File: src/rtl/wavelet_sched.sv
module wavelet_sched #(
  parameter int NCH  = 32,
  parameter int NLVL = 4,
  localparam int CW  = $clog2(NCH),
  localparam int TW  = 3 + CW + 1 + NLVL
) (
  input  logic            clk,
  input  logic            rst,
  input  logic            in_valid,
  output logic [2:0]      phase,
  output logic [CW-1:0]   chan,
  output logic            buf_wr,
  output logic            core_take,
  output logic [NLVL-1:0] lvl_oh,
  output logic            mem_rd,
  output logic            core_en,
  output logic [2:0]      step,
  output logic            mem_wr,
  output logic            wr_sel,
  output logic            out_valid,
  output logic            out_approx
);

  logic [TW-1:0]   cnt;
  logic            lap;
  logic            half, active, first, top;
  logic [NLVL-1:0] q;
  logic [NLVL-2:0] lsb;

  always_ff @(posedge clk) begin
    if (rst) begin
      cnt <= '0;
      lap <= 1'b0;
    end else begin
      cnt <= cnt + 1'b1;
      if (&cnt) lap <= 1'b1;
    end
  end

  assign phase = cnt[2:0];
  assign chan  = cnt[3 +: CW];
  assign half  = cnt[3 + CW];
  assign q     = cnt[TW-1 -: NLVL];
  assign lsb   = q[NLVL-2:0] & (~q[NLVL-2:0] + 1'b1);

  assign lvl_oh = half ? NLVL'(1)
                : ((lap || q != {1'b0, lsb}) ? {lsb, 1'b0} : '0);

  assign active = |lvl_oh;
  assign first  = (phase == 3'd0);
  assign top    = lvl_oh[NLVL-1];

  assign buf_wr    = in_valid & first & ~half;
  assign core_take = in_valid & first & half;

  assign mem_rd  = active & first;
  assign core_en = active & (phase >= 3'd1) & (phase <= 3'd5);
  assign step    = core_en ? phase - 3'd1 : 3'd0;
  assign mem_wr  = active & phase[2] & phase[1];
  assign wr_sel  = mem_wr & phase[0];

  assign out_approx = active & top & (phase == 3'd6);
  assign out_valid  = (active & (phase == 3'd5)) | out_approx;

endmodule


File: config.mk
export PLATFORM = sky130hd
export DESIGN_NAME = wavelet_sched
export DESIGN_NICKNAME = d
export VERILOG_FILES = /design/src/rtl/wavelet_sched.sv
export SDC_FILE = /design/constraint.sdc
export NUM_CORES = 1
export LEC_CHECK = 0
export BUFFER_PORTS_ARGS = -buffer_cell sky130_fd_sc_hd__buf_2
export CAP_MARGIN = 15
export CORE_MARGIN = 5
export CORE_UTILIZATION = 50
export DETAILED_ROUTE_END_ITERATION = 8
export GPL_ROUTABILITY_DRIVEN = 0
export GPL_TIMING_DRIVEN = 0
export PLACE_DENSITY = 0.83
export SYNTH_ARGS = -nofsm -noshare
export SYNTH_HDL_FRONTEND = slang
export SYNTH_SLANG_ARGS = --single-unit
export TNS_END_PERCENT = 10
File: constraint.sdc
create_clock -name clk -period 2.5 [get_ports clk]
set_input_delay 0.125 -clock clk [delete_from_list [all_inputs] [get_ports clk]]
set_output_delay 0.125 -clock clk [all_outputs]
set_load 0.02 [all_outputs]
==> key figures, run 1 <==
Synthesis
  • Seq/Total Area, Yosys: 0.307
  • Cells after synthesis: between 100 and 150
  • Mapped Avg Cell Area: 8.29 µm²
  • Most frequent cell after synthesis: dfxtp_1
  • Yosys warning count: 0
  • Syn nets: 118
  • Post-synth EDFFs: 0
  • Share of the synthesized area in the top cell type: 0.307
  • Largest cells by area after synthesis: dfxtp_1 31%, buf_4 7.4%, ha_1 6.9%
  • Mapped Area: 912 µm²
  • Top_reg_cell synth: dfxtp_1
  • Post-synth top cells: 14 x dfxtp_1, 11 x a21oi_1, 9 x buf_4
  • Number of synthesized register bits: 14
  • Async set-reset flop share out of synthesis: 0
  • Area leader, netlist: dfxtp_1
  • Count of cell types in the netlist: 33

Clock network
  • Cts bufs inserted: 3
  • TritonCTS clock tree: done
  • CTS clk-pin slew, worst paths: 0.09 ns
  • Post_cts resized: 0
  • Post-CTS Hold Buffers: 0
  • Clk root buf: clkbuf_4
  • # clock sinks: 14
  • Clk buf depth: 2
  • Worst-Skew Late Latency: about 0.28 ns
  • Setup Buffers After CTS: 0
  • CTS H-tree depth: 1

Timing
  • RSZ-0062 raised after global routing: false
  • Fmax: between 500 and 600 MHz
  • Min Hold Slack: about 0.08 ns
  • Count of pins over their slew limit: 0
  • Fin crit period: ~1.9 ns
  • Slew Limit Headroom: 0.716
  • Final period util: 0.749
  • Final Hold Viols: 0
  • Slew at the pin closest to its max-slew limit: between 0.4 and 0.5 ns
  • Final setup viols: 0
  • Final clock skew: 0.00328 ns
  • Post-route setup TNS: 0 ns

Power
  • Worst vdd ir: 0.000294 V
  • Net Sw Power: around 120 µW
  • Sequential share of power: 0.510
  • Comb power frac: 0.135
  • Overall power: 463 µW
  • PD cells: 419 nW/µm²
  • Clk network pwr share: 0.355
  • P_int: 342 µW
  • Sw frac: 0.261
  • P_leak: 0.000476 µW

Setup path
  • CP bufs+invs: 2
  • R2R cell count: 4
  • Slowest Stage Delay on Critical Path: 0.38 ns
  • Critical Path AT: 1.75 ns
  • Setup CP Type: reg2out
  • CP endpoint kind: output pin
  • Worst setup path start: cnt[2]$_SDFF_PP0_
  • Worst endpoint required time: 2.38 ns
  • CP max-delay cell: dfxtp_1
  • Flop-to-flop setup slack: 0.72 ns
  • R2R Path End: cnt[12]$_SDFF_PP0_
  • Crit-path cells: buf_6 -> or3_1 -> a21oi_1 -> a211oi_1 -> buf_2
  • Crit path max fanout: 10
  • R2R Path Start: cnt[0]$_SDFF_PP0_
  • Crit-path leading delay family: compound AO/OA/AOI/OAI gates
  • Levels on crit path: 5
  • Worst setup path endpoint: step[0]
  • Startpoint Class: flop

Floorplanning
  • Core region area: roughly 1700 µm²
  • Initial Util: 0.528
  • Die W: 52.7 µm
  • Die Height: 52.7 µm
  • Die ar.: 2780 µm²
  • I/O pin count: 26
  • FP Rows: 15

Detailed routing
  • Final wirelength: 2.08 mm
  • First drt pass iteration count: 4
  • WL met2: 1.04 mm
  • Via density: 5.45
  • Initial DRC count: 4
  • DR WL met3: 95 µm
  • WL per Instance: 12.7 µm
  • DR top layer: met4
  • Post-DRT Antenna Nets: 0
  • Drt drc: 0
  • Routed metal-1 wire length: approximately 930 µm
  • Vias: between 800 and 900

Global route
  • Wire length of the first global-routing pass: 3.57 mm
  • GRT Overall Usage: 0.172
  • GRT overflow: 0
  • Initial antenna violation count: 0
  • Pin count of the biggest net entering global routing: 11
  • Vias in the first global route: 855

Status
  • Outcome: complete, no violations

Finish
  • Final nets: 148
  • P&R area growth vs syn: 21.1%
  • Layout cells sized above 1: 0.309
  • Ant. Diodes: 0

Min path
  • Hold Crit Class: in2reg

Placement
  • Post-DP HPWL: 1.57 mm
  • Port bufs: 25

Flow run
  • Max-cap violations: 0
[layout make-up]
| class | instances | area, µm² |
|---|---|---|
| Fill cell | 163 | 622 |
| Multi-Input combinational cell | 78 | 522 |
| Sequential cell | 14 | 280 |
| Timing Repair Buffer | 25 | 125 |
| Buffer | 13 | 91.3 |
| Clock buffer | 4 | 36.3 |
| Tap cell | 25 | 31.3 |
| Inverter | 5 | 18.8 |
[sequential cells by signal, summed over array words and instances, names as in the netlist]
register  flops
lap           1
cnt          13
[worst min-delay path by stage]
stage	startpoint	to	slack, ns	depth (start not counted)
after CTS	rst	cnt[1]$_SDFF_PP0_	0.08	2
after global routing	rst	cnt[12]$_SDFF_PP0_	0.09	2
final	rst	cnt[1]$_SDFF_PP0_	0.08	2
after detailed placement	rst	cnt[12]$_SDFF_PP0_	0.38	2
after floorplan	rst	cnt[12]$_SDFF_PP0_	0.19	1
after global placement	rst	cnt[12]$_SDFF_PP0_	0.38	2
[placed cells by master, fill, tap and decap left out, types with 5 or more instances in the layout]
| cell | instances |
|---|---|
| a211oi_1 | 5 |
| a21oi_1 | 11 |
| buf_2 | 26 |
| buf_4 | 9 |
| dfxtp_1 | 14 |
| ha_1 | 5 |
| inv_1 | 5 |
| nor2_1 | 6 |
| o21ai_0 | 5 |
[metrics by stage]
stage / std cells / util / worst slack, ns / instance area [µm²]
finish: 164 / 0.640 / 0.627 / 1100
global route: 164 / 0.640 / 0.530 / 1100
CTS: 164 / 0.640 / 0.637 / 1100
detailed placement: 160 / 0.619 / 0.751 / 1070
global placement: 160 / 0.619 / 0.770 / 1070
floorplan: 110 / - / 0.900 / 912
[kinds of logic (layout without fill, tap and decap cells)]
| family | after synthesis | count (layout) | synth area share |
|---|---|---|---|
| buffers and inverters | 18 | 47 | 0.121 |
| AO/OA/AOI/OAI | 29 | 29 | 0.199 |
| XOR/XNOR | 4 | 4 | 0.0384 |
| AND/OR/NAND/NOR | 39 | 39 | 0.254 |
| multiplexers | 1 | 1 | 0.0123 |
| flip-flops | 14 | 14 | 0.307 |
| adder cells (fa/ha/maj) | 5 | 5 | 0.0686 |
[power groups by stage]
stage | clock [µW] | sequential (µW) | combinational, µW
global placement | 0 | 241 | 60.3
global route | 179 | 238 | 70.3
CTS | 168 | 236 | 62.8
finish | 164 | 236 | 62.6
floorplan | 0 | 239 | 46.6
detailed placement | 0 | 241 | 62.5
[worst register-to-register path: stages, from the launching register on]
cell	delay (ns)
dfxtp_1	0.52
ha_1	0.31
nand4_1	0.22
or4_1	0.52
a21oi_1	0.15
[metal layers]
layer / up-vias / global-route usage
met5: - / 0
met4: 0 / 0.0766
met3: 2 / 0.0399
met2: 20 / 0.331
met1: 413 / 0.172
li1: 458 / -
No activity file was read; power rests on OpenSTA's default activity.
==> inputs of run 2 (changes only) <==
ABC_AREA = 1   (was not set)
PLACE_DENSITY = 0.82   (was 0.83)
clock period = 1.8 ns   (was 2.5 ns; I/O delays follow)
==> run 2 against run 1 <==
Via count grew 0.78%. Synthesized cell count up 29%. Cell count increased by 20%. Total power up 35%. Critical path depth is 4 higher. Register-to-register slack worse by 0.36 ns. Utilization down 2.9 points. Combinational power grew 25%. Die area rose by 5.0%.
==> key figures, run 2 <==
Status
  • Outcome: complete, no violations

Clock network
  • Cts bufs inserted: 3
  • # clock sinks: 14
  • CTS H-tree depth: 1
  • Worst-Skew Late Latency: 0.28 ns
  • Post_cts resized: 0
  • Setup Buffers After CTS: 0
  • Clk buf depth: 2
  • TritonCTS clock tree: done
  • Clk root buf: clkbuf_4
  • CTS clk-pin slew, worst paths: 0.08 ns
  • Post-CTS Hold Buffers: 0

Timing
  • Slew at the pin closest to its max-slew limit: 0.385 ns
  • Final period util: 0.951
  • Post-route setup TNS: 0 ns
  • Fmax: 584 MHz
  • Final setup viols: 0
  • Final Hold Viols: 0
  • Slew Limit Headroom: 0.743
  • Final clock skew: 0.00341 ns
  • RSZ-0062 raised after global routing: true
  • Count of pins over their slew limit: 0
  • Fin crit period: about 1.7 ns
  • Final WS setup: between 0.08 and 0.09 ns

Floorplanning
  • Die W: about 54 µm
  • Die Height: 54.0 µm
  • Core region area: ~1900 µm²
  • FP Rows: 16
  • Die ar.: 2920 µm²
  • Initial Util: 0.509
  • I/O pin count: 26

Power
  • P_leak: 0.000694 µW
  • PD cells: 539 nW/µm²
  • Worst vdd ir: 0.000326 V

Synthesis
  • Mapped Area: 968 µm²
  • Seq/Total Area, Yosys: 0.289
  • Area leader, netlist: dfxtp_1
  • Share of the synthesized area in the top cell type: 0.289
  • Cells after synthesis: 142
  • Mapped Avg Cell Area: 6.82 µm²
  • Post-synth top cells: 28 x inv_1, 23 x nand2_1, 19 x nor2_1
  • Async set-reset flop share out of synthesis: 0
  • Post-synth EDFFs: 0
  • Largest cells by area after synthesis: dfxtp_1 29%, inv_1 11%, nand2_1 8.9%
  • Syn nets: 150
  • Top_reg_cell synth: dfxtp_1
  • Number of synthesized register bits: 14
  • Most frequent cell after synthesis: inv_1
  • Count of cell types in the netlist: 21
  • Yosys warning count: 0

Finish
  • Largest regs: cnt (13), lap (1)
  • Most flops, register: cnt
  • Max reg flops: 13
  • Final core utilization: 0.611
  • P&R area growth vs syn: 19.9%
  • Ant. Diodes: 0
  • Commonest cells after routing, fill and taps aside: 27 x inv_1, 24 x buf_2, 23 x nand2_1
  • Layout cells sized above 1: 0.335
  • Final nets: 179
  • Commonest non-fill, non-tap cell in the layout: inv_1

Detailed routing
  • First drt pass iteration count: 5
  • Post-DRT Antenna Nets: 0
  • WL per Instance: 9.28 µm
  • Drt drc: 0
  • Final wirelength: roughly 1.8 mm
  • Initial DRC count: 30
  • Vias: 900
  • Via density: 4.57

Setup path
  • Slowest Stage Delay on Critical Path: 0.35 ns
  • CP bufs+invs: 3
  • Most used cell, CP: nor2_1
  • Worst endpoint required time: around 1.7 ns
  • R2R Path Start: cnt[0]$_SDFF_PP0_
  • Startpoint Class: flop
  • Crit-path cells: buf_6 -> inv_1 -> nand2_1 -> nor2_1 -> a21oi_1 -> nand3_2 -> nand2_2 -> nor2_1 -> buf_2
  • Crit path max fanout: 8
  • CP endpoint kind: output pin
  • CP max-delay cell: dfxtp_1
  • Critical Path AT: 1.62 ns
  • Crit-path leading delay family: simple AND/OR/NAND/NOR gates
  • Worst setup path start: cnt[8]$_SDFF_PP0_
  • Setup CP Type: reg2out

Global route
  • Pin count of the biggest net entering global routing: 11
  • GRT overflow: 0
  • Vias in the first global route: ~810
  • Wire length of the first global-routing pass: roughly 3.0 mm
  • Initial antenna violation count: 0
  • GRT Overall Usage: 0.139

Placement
  • Port bufs: 24
  • DP Worst Slack: about 0.35 ns
  • Post-DP HPWL: 1.52 mm

Min path
  • Hold_sp: rst
  • Hold Crit Class: in2reg

Flow run
  • Max-cap violations: 0
==> run 2: cell families after synthesis <==
family | synth area share
DFF | 0.289
adders and majority gates | 0.0646
and+or+nand+nor | 0.323
buffers and inverters | 0.209
AOI/OAI and AO/OA | 0.0866
xor gates and xnor gates | 0.0271
==> run 2: cell type report <==
type	instances	area (µm²)
buffer	12	93.8
sequential	14	283
clock buffer	4	36.3
multi-input combinational	87	485
timing repair buffer	24	120
fill	178	741
inverter	29	109
tap	27	33.8
==> run 2: final timing paths <==
path | endpoint | slack [ns] | cells past startpoint
hold / removal | cnt[0]$_SDFF_PP0_ | 0.15 | 2
setup reg to reg | cnt[12]$_SDFF_PP0_ | 0.36 | 8
hold reg to reg | lap$_SDFFE_PP0P_ | 0.45 | 2
setup / recovery | step[0] | 0.09 | 9
==> run 2: routing by layer <==
metal / track usage / wire length (µm)
met4: 0.0747 / 63
met3: 0.0166 / 98
met5: 0 / 0
met1: 0.140 / 733
met2: 0.272 / 933
==> run 2: power by group <==
group | internal (µW) | total, µW | switching (µW) | leakage, µW
clock network | 123 | 222 | 99.0 | 0.0000210
registers | 316 | 325 | 9.73 | 0.000114
logic | 32.1 | 78.0 | 45.9 | 0.000559
==> run 2: per-stage QoR <==
step	area, µm²	cells	total power [µW]	hold slack [ns]
after floorplan	968	142	393	0.333
after global placement	1120	193	408	0.441
after detailed placement	1120	193	411	0.441
after CTS	1160	197	631	0.169
after global routing	1160	197	654	0.209
final	1160	197	625	0.155
==> inputs of run 3 (changes only) <==
REMOVE_ABC_BUFFERS = 1   (was not set)
SETUP_SLACK_MARGIN = 0.2   (was not set)
==> run 3 against run 2 <==
Hold slack lost 0.047 ns. Clock skew grew 0.0011 ns. Clock power is essentially flat. Cell count shrank 4.1%. Critical endpoint unchanged. Largest power group unchanged. First-iteration DRC count shrank 67%. Global-route usage shrank 1.0 points. Fmax grew 10%.
==> key figures, run 3 (synthesized netlist as in run 2, its figures left out) <==
Clock network
  • TritonCTS clock tree: done
  • CTS clk-pin slew, worst paths: approximately 0.08 ns
  • CTS H-tree depth: 1
  • Clk buf depth: 2
  • Cts bufs inserted: 3
  • Post-CTS Hold Buffers: 0
  • # clock sinks: 14
  • Worst-Skew Late Latency: around 0.28 ns
  • Clk root buf: clkbuf_4

Status
  • Outcome: complete, no violations

Setup path
  • CP endpoint kind: output pin
  • Critical Path AT: 1.46 ns
  • Crit-path leading delay family: simple AND/OR/NAND/NOR gates
  • Setup CP Type: reg2out
  • Startpoint Class: flop
  • Worst setup path start: cnt[9]$_SDFF_PP0_
  • Slowest Stage Delay on Critical Path: 0.40 ns
  • Crit-path cells: inv_2 -> nand2_2 -> nor2_4 -> a21oi_2 -> nand3_4 -> nand2_4 -> nor2_1 -> buf_4
  • CP bufs+invs: 2
  • CP max-delay cell: dfxtp_4
  • Worst endpoint required time: between 1.5 and 2 ns
  • Levels on crit path: 8
  • Crit path max fanout: 7
  • R2R cell count: 9
  • R2R Path Start: cnt[1]$_SDFF_PP0_

Power
  • P_leak: about 0.00069 µW
  • Comb power frac: 0.132
  • Net Sw Power: 159 µW
  • Worst vdd ir: 0.000317 V
  • Clk network pwr share: 0.355
  • PD cells: 530 nW/µm²
  • P_int: 466 µW
  • Sw frac: 0.255
  • Sequential share of power: 0.513

Global route
  • GRT Overall Usage: 0.129
  • GRT overflow: 0
  • Wire length of the first global-routing pass: 2.74 mm
  • Pin count of the biggest net entering global routing: 11
  • Initial antenna violation count: 0
  • Vias in the first global route: 696

Detailed routing
  • First drt pass iteration count: 4
  • WL per Instance: 10.1 µm
  • Vias: approximately 850
  • Drt drc: 0
  • Initial DRC count: 10
  • Final wirelength: 1.90 mm
  • Via density: 4.52
  • Post-DRT Antenna Nets: 0

Finish
  • P&R area growth vs syn: 21.8%
  • Final Instance Count excl. Fillers: 189
  • Largest regs: cnt (13), lap (1)
  • Commonest cells after routing, fill and taps aside: 26 x inv_1, 22 x buf_2, 19 x nand2_1
  • Commonest non-fill, non-tap cell in the layout: inv_1
  • Most flops, register: cnt
  • Max reg flops: 13
  • Ant. Diodes: 0
  • Layout cells sized above 1: 0.414
  • Final nets: 171
  • Cell area after layout: 1180 µm²

Placement
  • Area after DPL: 1030 µm²
  • Port bufs: 25
  • Post-DP HPWL: between 1 and 1.5 mm
  • Placed cells: 182

Floorplanning
  • FP Rows: 16
  • Die ar.: 2920 µm²
  • Die W: 54.0 µm
  • Core region area: approximately 1900 µm²
  • Initial Util: 0.509
  • Die Height: 54.0 µm
  • I/O pin count: 26

Timing
  • Fin crit period: between 1.5 and 2 ns
  • Final Hold Viols: 0
  • Final clock skew: 0.00452 ns
  • Post-route setup TNS: 0 ns
  • RSZ-0062 raised after global routing: true
  • Final setup viols: 0
  • Count of pins over their slew limit: 0
  • Min Hold Slack: roughly 0.11 ns
  • Fmax: 644 MHz
  • Final period util: 0.862
  • Slew Limit Headroom: 0.842
  • Slew at the pin closest to its max-slew limit: around 0.23 ns

Flow run
  • Max-cap violations: 0

Min path
  • Hold Path Depth: 2
  • Hold Crit Class: in2reg
  • Hold_sp: rst
-- run 3: cell types whose count changed in the layout (fill, tap and decap cells not counted), moves of 3 or more --
| cell | change |
|---|---|
| nand2_1 | -4 |
| nor2_2 | +3 |
| nor2_1 | -5 |
| nand2_4 | +3 |
| buf_4 | -3 |
| dfxtp_1 | -5 |
| dfxtp_4 | +4 |
-- run 3: what timing repair did --
action,4_1_cts,5_1_grt
pin swaps,4,4
setup buffers,2,1
resized for setup,13,22
hold endpoints to repair,0,0
endpoints found under the setup margin,10,10
-- run 3: routing by layer --
metal	wire length [µm]	global-route usage
met5	0	0
met4	29	0.0788
met3	83	0.0166
met2	948	0.236
met1	841	0.139
-- run 3: power by group through the flow --
| stage | Sequential (µW) | Clock (µW) | Combinational (µW) |
|---|---|---|---|
| floorplan | 340 | 0 | 40.1 |
| global placement | 334 | 0 | 63.7 |
| detailed placement | 335 | 0 | 66.6 |
| CTS | 321 | 231 | 75.0 |
| global route | 321 | 245 | 91.3 |
| finish | 321 | 222 | 82.5 |
-- run 3: final timing paths --
check | endpoint | slack (ns)
max | step[0] | 0.25
min | cnt[1]$_SDFF_PP0_ | 0.11
min reg2reg | cnt[12]$_SDFF_PP0_ | 0.48
max reg2reg | cnt[12]$_SDFF_PP0_ | 0.41
-- run 3: worst reg2reg max path: cells and delay by family, from the launching register on --
| kind | cells | cell delay (ns) |
|---|---|---|
| simple gates | 6 | 0.60 |
| compound gates | 1 | 0.04 |
| fa+ha+maj | 1 | 0.18 |
| buf+inv | 1 | 0.14 |
| flops | 1 | 0.35 |
-- run 3: layout make-up --
type | count | area (µm²)
Clock buffer | 4 | 36.3
Fill cell | 162 | 722
Inverter | 29 | 109
Multi-Input combinational cell | 87 | 547
Sequential cell | 14 | 299
Tap cell | 27 | 33.8
Timing Repair Buffer | 28 | 155
-- run 3: per-stage QoR --
step / util / power, µW / setup WS [ns]
final: 0.620 / 625 / 0.248
after detailed placement: 0.543 / 402 / 0.319
after global placement: 0.543 / 398 / 0.371
after CTS: 0.582 / 627 / 0.197
after global routing: 0.620 / 658 / 0.161
after floorplan: - / 380 / 0.339
